<file path="src/rtl/zbtSramPkg.sv">
package zbtSramPkg;

  // Kind of operation carried through the command pipeline
  typedef enum logic [1:0] {
    OP_NONE  = 2'd0,
    OP_READ  = 2'd1,
    OP_WRITE = 2'd2
  } opKind_e;

  // Strobes from the control pipeline to the datapath
  typedef struct packed {
    logic rdFire;   // read the array at this edge into the output register
    logic wrFire;   // capture write data at this edge into the pending slot
  } strobe_t;

  // Number of low address bits that a burst steps through
  localparam int unsigned BURST_BITS = 2;

endpackage

</file>
<file path="src/rtl/zbtSramBurst.sv">
module zbtSramBurst
  import zbtSramPkg::*;
#(
  parameter int unsigned ADDR_W = 6
) (
  input  logic              clk,
  input  logic              rstN,
  input  logic [ADDR_W-1:0] addrIn,
  input  logic              advance,
  input  logic              selIn,
  input  logic              wrReq,
  output opKind_e           curOp,
  output logic [ADDR_W-1:0] curAddr
);

  localparam int unsigned HI_W = ADDR_W - BURST_BITS;

  opKind_e           burstOp;
  logic [ADDR_W-1:0] burstAddr;
  logic [BURST_BITS-1:0] stepLow;

  assign stepLow = burstAddr[BURST_BITS-1:0] + 1'b1;

  always_comb begin
    if (advance) begin
      curOp   = burstOp;
      curAddr = {burstAddr[ADDR_W-1 -: HI_W], stepLow};
    end else begin
      curAddr = addrIn;
      if (!selIn)     curOp = OP_NONE;
      else if (wrReq) curOp = OP_WRITE;
      else            curOp = OP_READ;
    end
  end

  always_ff @(posedge clk or negedge rstN) begin
    if (!rstN) begin
      burstOp   <= OP_NONE;
      burstAddr <= '0;
    end else begin
      burstOp   <= curOp;
      burstAddr <= curAddr;
    end
  end

endmodule

</file>
<file path="src/rtl/zbtSramCtrl.sv">
module zbtSramCtrl
  import zbtSramPkg::*;
#(
  parameter int unsigned ADDR_W = 6,
  parameter int unsigned LANES  = 8
) (
  input  logic              clk,
  input  logic              rstN,
  input  logic [ADDR_W-1:0] addrIn,
  input  logic              advance,
  input  logic              rwN,
  input  logic [LANES-1:0]  byteWrN,
  input  logic              ceN,
  input  logic              ceA,
  input  logic              ceB,
  output strobe_t           strb,
  output logic [ADDR_W-1:0] opAddr,
  output logic [LANES-1:0]  opLanes
);

  logic              selected;
  opKind_e           curOp;
  logic [ADDR_W-1:0] curAddr;

  opKind_e           s1Op, s2Op;
  logic [ADDR_W-1:0] s1Addr, s2Addr;
  logic [LANES-1:0]  s1Lanes, s2Lanes;

  assign selected = !ceN && ceA && ceB;

  zbtSramBurst #(.ADDR_W(ADDR_W)) uBurst (
    .clk     (clk),
    .rstN    (rstN),
    .addrIn  (addrIn),
    .advance (advance),
    .selIn   (selected),
    .wrReq   (!rwN),
    .curOp   (curOp),
    .curAddr (curAddr)
  );

  // Two registered stages: capture edge, then one stage of alignment
  always_ff @(posedge clk or negedge rstN) begin
    if (!rstN) begin
      s1Op    <= OP_NONE;
      s1Addr  <= '0;
      s1Lanes <= '0;
      s2Op    <= OP_NONE;
      s2Addr  <= '0;
      s2Lanes <= '0;
    end else begin
      s1Op    <= curOp;
      s1Addr  <= curAddr;
      s1Lanes <= ~byteWrN;
      s2Op    <= s1Op;
      s2Addr  <= s1Addr;
      s2Lanes <= s1Lanes;
    end
  end

  assign strb.rdFire = (s2Op == OP_READ);
  assign strb.wrFire = (s2Op == OP_WRITE);
  assign opAddr      = s2Addr;
  assign opLanes     = s2Lanes;

  AST_DESEL_NOP: assert property (@(posedge clk) disable iff (!rstN)
    (!advance && !selected) |=> (s1Op == OP_NONE));

  AST_LOAD_WRITE: assert property (@(posedge clk) disable iff (!rstN)
    (!advance && selected && !rwN) |=> (s1Op == OP_WRITE));

  AST_LOAD_READ: assert property (@(posedge clk) disable iff (!rstN)
    (!advance && selected && rwN) |=> (s1Op == OP_READ));

  AST_ADV_IDLE: assert property (@(posedge clk) disable iff (!rstN)
    (advance && s1Op == OP_NONE) |=> (s1Op == OP_NONE));

  AST_BURST_WRAP: assert property (@(posedge clk) disable iff (!rstN)
    (advance && s1Op != OP_NONE) |=>
      (s1Addr[ADDR_W-1:BURST_BITS] == $past(s1Addr[ADDR_W-1:BURST_BITS]) &&
       s1Addr[BURST_BITS-1:0] == $past(s1Addr[BURST_BITS-1:0]) + 1'b1 &&
       s1Op == $past(s1Op)));

endmodule

</file>
<file path="src/rtl/zbtSramData.sv">
module zbtSramData
  import zbtSramPkg::*;
#(
  parameter int unsigned ADDR_W = 6,
  parameter int unsigned LANES  = 8,
  parameter int unsigned LANE_W = 9,
  localparam int unsigned DATA_W = LANES * LANE_W,
  localparam int unsigned DEPTH  = 1 << ADDR_W
) (
  input  logic              clk,
  input  logic              rstN,
  input  strobe_t           strb,
  input  logic [ADDR_W-1:0] opAddr,
  input  logic [LANES-1:0]  opLanes,
  input  logic [DATA_W-1:0] wrData,
  output logic [DATA_W-1:0] rdData,
  output logic              rdValid,
  output logic              echoClk
);

  // Single pending write: data captured, commit to the array one edge later
  logic              pendValid;
  logic [ADDR_W-1:0] pendAddr;
  logic [LANES-1:0]  pendLanes;
  logic [DATA_W-1:0] pendData;

  logic              hit;
  logic [DATA_W-1:0] merged;

  assign hit = pendValid && (pendAddr == opAddr);

  for (genvar g = 0; g < LANES; g++) begin : gLane
    logic [LANE_W-1:0] store [DEPTH];
    logic [LANE_W-1:0] fromStore;

    always_ff @(posedge clk) begin
      if (pendValid && pendLanes[g])
        store[pendAddr] <= pendData[g*LANE_W +: LANE_W];
    end

    assign fromStore = store[opAddr];
    assign merged[g*LANE_W +: LANE_W] =
      (hit && pendLanes[g]) ? pendData[g*LANE_W +: LANE_W] : fromStore;
  end

  always_ff @(posedge clk or negedge rstN) begin
    if (!rstN) begin
      pendValid <= 1'b0;
      pendAddr  <= '0;
      pendLanes <= '0;
      pendData  <= '0;
    end else begin
      pendValid <= strb.wrFire;
      if (strb.wrFire) begin
        pendAddr  <= opAddr;
        pendLanes <= opLanes;
        pendData  <= wrData;
      end
    end
  end

  always_ff @(posedge clk or negedge rstN) begin
    if (!rstN) begin
      rdData  <= '0;
      rdValid <= 1'b0;
      echoClk <= 1'b0;
    end else begin
      rdValid <= strb.rdFire;
      if (strb.rdFire) begin
        rdData  <= merged;
        echoClk <= ~echoClk;
      end
    end
  end

  AST_RD_SLOT: assert property (@(posedge clk) disable iff (!rstN)
    strb.rdFire |=> rdValid);

  AST_RD_QUIET: assert property (@(posedge clk) disable iff (!rstN)
    !strb.rdFire |=> !rdValid);

  AST_WR_SLOT: assert property (@(posedge clk) disable iff (!rstN)
    strb.wrFire |=> (pendValid && pendData == $past(wrData)));

  AST_ECHO_TOGGLE: assert property (@(posedge clk) disable iff (!rstN)
    rdValid |-> (echoClk != $past(echoClk)));

  AST_ECHO_HOLD: assert property (@(posedge clk) disable iff (!rstN)
    !rdValid |-> $stable(echoClk));

endmodule

</file>
<file path="src/rtl/zbtSram.sv">
module zbtSram
  import zbtSramPkg::*;
#(
  parameter int unsigned ADDR_W = 6,
  parameter int unsigned LANES  = 8,
  parameter int unsigned LANE_W = 9,
  localparam int unsigned DATA_W = LANES * LANE_W
) (
  input  logic              clk,
  input  logic              rstN,
  input  logic [ADDR_W-1:0] addrIn,
  input  logic              advance,
  input  logic              rwN,
  input  logic [LANES-1:0]  byteWrN,
  input  logic              ceN,
  input  logic              ceA,
  input  logic              ceB,
  input  logic [DATA_W-1:0] wrData,
  output logic [DATA_W-1:0] rdData,
  output logic              rdValid,
  output logic              echoClk
);

  strobe_t           strb;
  logic [ADDR_W-1:0] opAddr;
  logic [LANES-1:0]  opLanes;

  zbtSramCtrl #(.ADDR_W(ADDR_W), .LANES(LANES)) uCtrl (
    .clk     (clk),
    .rstN    (rstN),
    .addrIn  (addrIn),
    .advance (advance),
    .rwN     (rwN),
    .byteWrN (byteWrN),
    .ceN     (ceN),
    .ceA     (ceA),
    .ceB     (ceB),
    .strb    (strb),
    .opAddr  (opAddr),
    .opLanes (opLanes)
  );

  zbtSramData #(.ADDR_W(ADDR_W), .LANES(LANES), .LANE_W(LANE_W)) uData (
    .clk     (clk),
    .rstN    (rstN),
    .strb    (strb),
    .opAddr  (opAddr),
    .opLanes (opLanes),
    .wrData  (wrData),
    .rdData  (rdData),
    .rdValid (rdValid),
    .echoClk (echoClk)
  );

  AST_SINGLE_OP: assert property (@(posedge clk) disable iff (!rstN)
    !(strb.rdFire && strb.wrFire));

endmodule

</file>
<file path="config.mk">
export PLATFORM = sky130hd
export DESIGN_NAME = zbtSram
export DESIGN_NICKNAME = d
export VERILOG_FILES = /design/src/rtl/zbtSramPkg.sv /design/src/rtl/zbtSramBurst.sv /design/src/rtl/zbtSramCtrl.sv /design/src/rtl/zbtSramData.sv /design/src/rtl/zbtSram.sv
export SDC_FILE = /design/constraint.sdc
export NUM_CORES = 2
export LEC_CHECK = 0
export BUFFER_PORTS_ARGS = -buffer_cell sky130_fd_sc_hd__buf_2
export CAP_MARGIN = 5
export CORE_ASPECT_RATIO = 1.4
export CORE_MARGIN = 10
export CORE_UTILIZATION = 55
export CTS_BUF_LIST = sky130_fd_sc_hd__clkbuf_8
export DETAILED_ROUTE_END_ITERATION = 10
export PLACE_DENSITY_LB_ADDON = 0.08
export SLEW_MARGIN = 20
export SYNTH_ARGS = -nofsm -noshare
export SYNTH_HDL_FRONTEND = slang
export SYNTH_MEMORY_MAX_BITS = 65536
export SYNTH_SLANG_ARGS = --single-unit
</file>
<file path="constraint.sdc">
create_clock -name clk -period 2.6 [get_ports clk]
set_input_delay 0.26 -clock clk [delete_from_list [all_inputs] [get_ports clk]]
set_output_delay 0.26 -clock clk [all_outputs]
set_load 0.01 [all_outputs]
</file>
* Word level (Yosys, flattened, before mapping) *
Memory sizes are Yosys's and may differ from the RTL's. A register that Yosys moved wholly into a read port is not among the register bits.
Cells that the tools add are included.

cells by class
  add/subtract/negate cells = 1
  eq/ne operators = 2
  multiplexer cells = 19
  bitwise operators = 2
  reduce and logical (&&, ||, !) cells = 19

operators with widths
  kind                   count
  $mux W1                16
  $logic_and A1 B1 Y1    10
  $logic_not A1 Y1       9
  $not A8 Y8             1
  $mux W2                3
  $add A2 B1 Y2 const B  1
  $eq A2 B1 Y1 const B   1
  $eq A2 B2 Y1 const B   1
  $not A1 Y1             1

storage, ports and cells
  flip-flop bits (word level) = 121
  memory bits (writable) = 4608
  input port bits = 93
  output and inout port bits = 74
  memories = 8

memory list
  name                  depth  width  rd ports  clocked after memory_dff  write ports  RTL line           RTL
  uData.gLane[0].store  64     9      1         1                         1            zbtSramData.sv:33  logic [LANE_W-1:0] store [DEPTH];
  uData.gLane[1].store  64     9      1         1                         1            zbtSramData.sv:33
  uData.gLane[2].store  64     9      1         1                         1            zbtSramData.sv:33
  uData.gLane[3].store  64     9      1         1                         1            zbtSramData.sv:33
  uData.gLane[4].store  64     9      1         1                         1            zbtSramData.sv:33
  uData.gLane[5].store  64     9      1         1                         1            zbtSramData.sv:33
  2 more memories       --     --     --        --                        --           --

* Depth between registers and ports, before layout *
  depth in word-level cells = 4
  mapped depth = 10
  depth with buffers taken out = 6

* Hierarchy *
Synthesis repeated with hierarchy kept, for this count alone.

unflattened totals
  cells, all modules = 9562
  area total of the unflattened synthesis = 185320.2 µm²

modules (own cells, without submodules)
  module        times used  cells an instance  area each (µm²)  seq. area each (µm²)
  zbtSramData   1           9494               184116.6         142401.6
  zbtSramCtrl   1           44                 858.3            800.8
  zbtSramBurst  1           24                 345.3            200.2

* Worst setup path before layout *
Ideal clock, no wire load.

  kind = flip-flop to flip-flop
  start point = reg uData.pendAddr[3]
  end point = mem uData.gLane[0].store[20][0] (enable)
  library setup time = 374 ps
  arrival = 1796 ps
  setup slack = 430 ps
  cell stages (with the launch flop) = 5
  path buffers = 1
  clock period less this slack = 2170 ps
  cells stage by stage = dfrtp_1 -> buf_2 -> nor3b_1 -> nand2_1 -> nor2_1

RTL lines
  element                 RTL line           RTL
  from (decl)             zbtSramData.sv:23  logic [ADDR_W-1:0] pendAddr;
  from (signal assigned)  zbtSramData.sv:55  pendAddr <= opAddr;
  to (decl)               zbtSramData.sv:33

Straight into the memory's write port.

==> metrics.csv <==
metric,value,unit
grt_usage,29.7,%
cts_buffers,698,
yosys-top-cells-count,"edfxtp_1, mux2i_1, a22oi_1, mux4_2, nor2_1",
row_count,251,
total_power,0.177,W
antenna_found_initial,39,
worst-setup-path-type,flip-flop to flip-flop,
r2r-start,uCtrl.opAddr[0],
fin_crit_sh,103,%
power.density,810,nW/um^2
port-buffer-count,166,
ys_ff_latch,4801,
ys_warn_count,0,
hold_viol,0,
violations,negative setup slack,
first_pass_iters,6,
drtAntennaViolNets,0,
finalMaxSlewViolations,0,
worstMarginPinSlew,1.11,ns
start_util,55.2,%
whs,0.105,ns
synth_fp_nets,9626,
grt_pass1_wl,762,mm
fmax,375,MHz
ys_types,44,
worstPathArrival,3.63,ns
critPathRequiredTime,3.57,ns
cts_max_level,6,
area_growth,18.5,%
worstSkewPairLatency,1.16,ns
grt_setup_unrepaired,true,
path_max_fanout,18,
cts_tree,done,
die_x,510,um
min_from,wrData[41],
dr_total_vias,102000,
netlist_area,185000,um^2
rrSetupSlack,-0.07,ns
ys_seq_area_share,77.6,%
regArea,143000,um^2
finClkSkew,0.0907,ns
viasPerCell,6.27,
cts_buffer_depth,4,
setup_violations,13,
cp-end-kind,flip-flop,
hpwlAfterDp,352,mm
syn_inst,9533,
peakVddDrop,0.761,mV
grt_max_degree,83,
synth_largest_area_cell,edfxtp_1,
synth_top_area_share,75.0,%
synthArstFlopShare,4.02,%
p_leak,75.1,nW
fin_ws,-0.0672,ns
nFillCells,22800,
drv_cap,0,
status,finished with violations,
hold_class,input port to flip-flop,
max-slew-margin-rel,25.8,%
cts_root_buf,clkbuf_8,
drc,0,
final_nets,11300,
post-route-min-period,2.67,ns
multiInputGateArea,41300,um^2
num_io_pins,167,
cts_sinks,4801,
crit_start,uCtrl.opAddr[0],
gp_congestion,0.897,
grt.overflow.total,0,
wirelength,546,mm
drtIter0Drc,11300,
wl_per_cell,33.6,um
core_area,334000,um^2
grt_pass1_vias,103000,
synth_edf_count,4608,
die_h,705,um
critPathLaunchType,flip-flop,
avgSynthCellArea,19.4,um^2
dieArea,359000,um^2
synth_ff_type,edfxtp_1,
yosys-top-cells-area,"edfxtp_1, mux4_2, mux2i_1, dfrtp_1, a22oi_1",
drive_gt1_share,30.0,%
cts.clk_slew.worst_paths,0.06,ns
synth_most_common_cell,edfxtp_1,
==> cells in the final DEF (no fill, tap or decap), types with 19 or more instances in the layout <==
cell,instances
buf_16,50
nor4_4,28
nor2_1,412
nor4_2,39
clkinv_2,85
inv_1,219
dfrtp_1,118
o22ai_1,240
o22ai_2,37
nand3_1,214
nand2_1,306
buf_2,165
buf_4,956
diode_2,50
a21oi_1,145
clkinv_1,166
a22oi_2,144
a22oi_1,432
mux4_2,576
mux2i_2,19
a31o_1,36
mux2_2,90
edfxtp_1,4608
clkinvlp_4,21
dlygate4sd3_1,178
buf_6,33
dfrtp_2,71
mux2i_1,1128
clkbuf_8,727
a31o_2,25
nor2_2,102
buf_12,169
nand2_2,58
==> state kept, by name, indices dropped and copies added (netlist names) <==
register and cells:
uCtrl.s1Addr 6, uData.pendAddr 6, uData.rdData 72, uCtrl.s1Op 2, uCtrl.opLanes 8, uCtrl.opAddr 6
uData.pendValid 1, uData.pendLanes 8, uData.rdValid 1, uData.echoClk 1, uData.pendData 72, uCtrl.s1Lanes 8
uCtrl.s2Op 2, uData.gLane.store 4608
==> cell type report <==
type,instances,area share (%)
tap,4427,2.53
multi-input combinational,4160,18.9
timing repair buffer,1583,7.19
inverter,10,0.0172
sequential,4801,65.5
clock buffer,727,4.58
antenna,50,0.0572
clock inverter,516,1.24
==> what timing repair did <==
item,4_1_cts,5_1_grt
endpoints found under the hold margin,281,0
gates resized for setup,262,326
hold buffers,179,0
setup endpoints to repair,284,676
pin swaps,44,72
cloned,29,12
buffers inserted,63,58
==> logic make-up after synthesis <==
kind of cell	share of synthesized area (%)
muxes	13.8
AOI/OAI and AO/OA	4.20
DFF	77.6
buffers and inverters	1.43
xor gates and xnor gates	0.0420
and+or+nand+nor	2.91
==> critical path: stages (launching register included) <==
cell and delay, ns:
dfrtp_4 0.52, buf_12 0.17, buf_16 0.15, nand4_1 0.15, buf_6 0.22, buf_12 0.22, o22ai_1 0.20, nor4_2 0.46
a31o_1 0.29, nand3_1 0.10
==> layer usage <==
metal	track usage, %	wire (um)
met2	48.9	272000
met4	13.6	27000
met3	5.57	45200
met1	38.6	202000
met5	0	13
==> metrics by stage <==
step	setup TNS, ns	utilization, %	setup WS, ns	area, um^2	std cells
floorplan	0	-	0.430	185000	9533
finish	-0.310	65.4	-0.0672	219000	16300
global route	-1.10	65.4	-0.0583	219000	16200
global placement	-28.70	59.6	-0.588	199000	14700
CTS	-0.124	64.8	-0.0806	216000	16200
detailed placement	-32.36	59.6	-0.533	199000	14700
==> power breakdown <==
part | leakage [nW] | total, W | switching [W] | internal (W)
sequential | 43.9 | 0.0978 | 0.00574 | 0.0921
clock | 7.28 | 0.0564 | 0.0287 | 0.0277
combinational | 24.0 | 0.0228 | 0.0144 | 0.00845
total | 75.1 | 0.177 | 0.0488 | 0.128
==> final timing paths <==
path                                      endpoint  depth (start not counted)
worst max-delay path              uData.rdData[21]                          9
worst min-delay path            uData.pendData[41]                          3
worst max register to register    uData.rdData[21]                          9
worst min register to register    uCtrl.opLanes[4]                          0
max in group asynchronous         uData.rdData[23]                          5
min in group asynchronous       uData.pendData[44]                          4
Note: power is estimated with default switching activity, not from simulation.
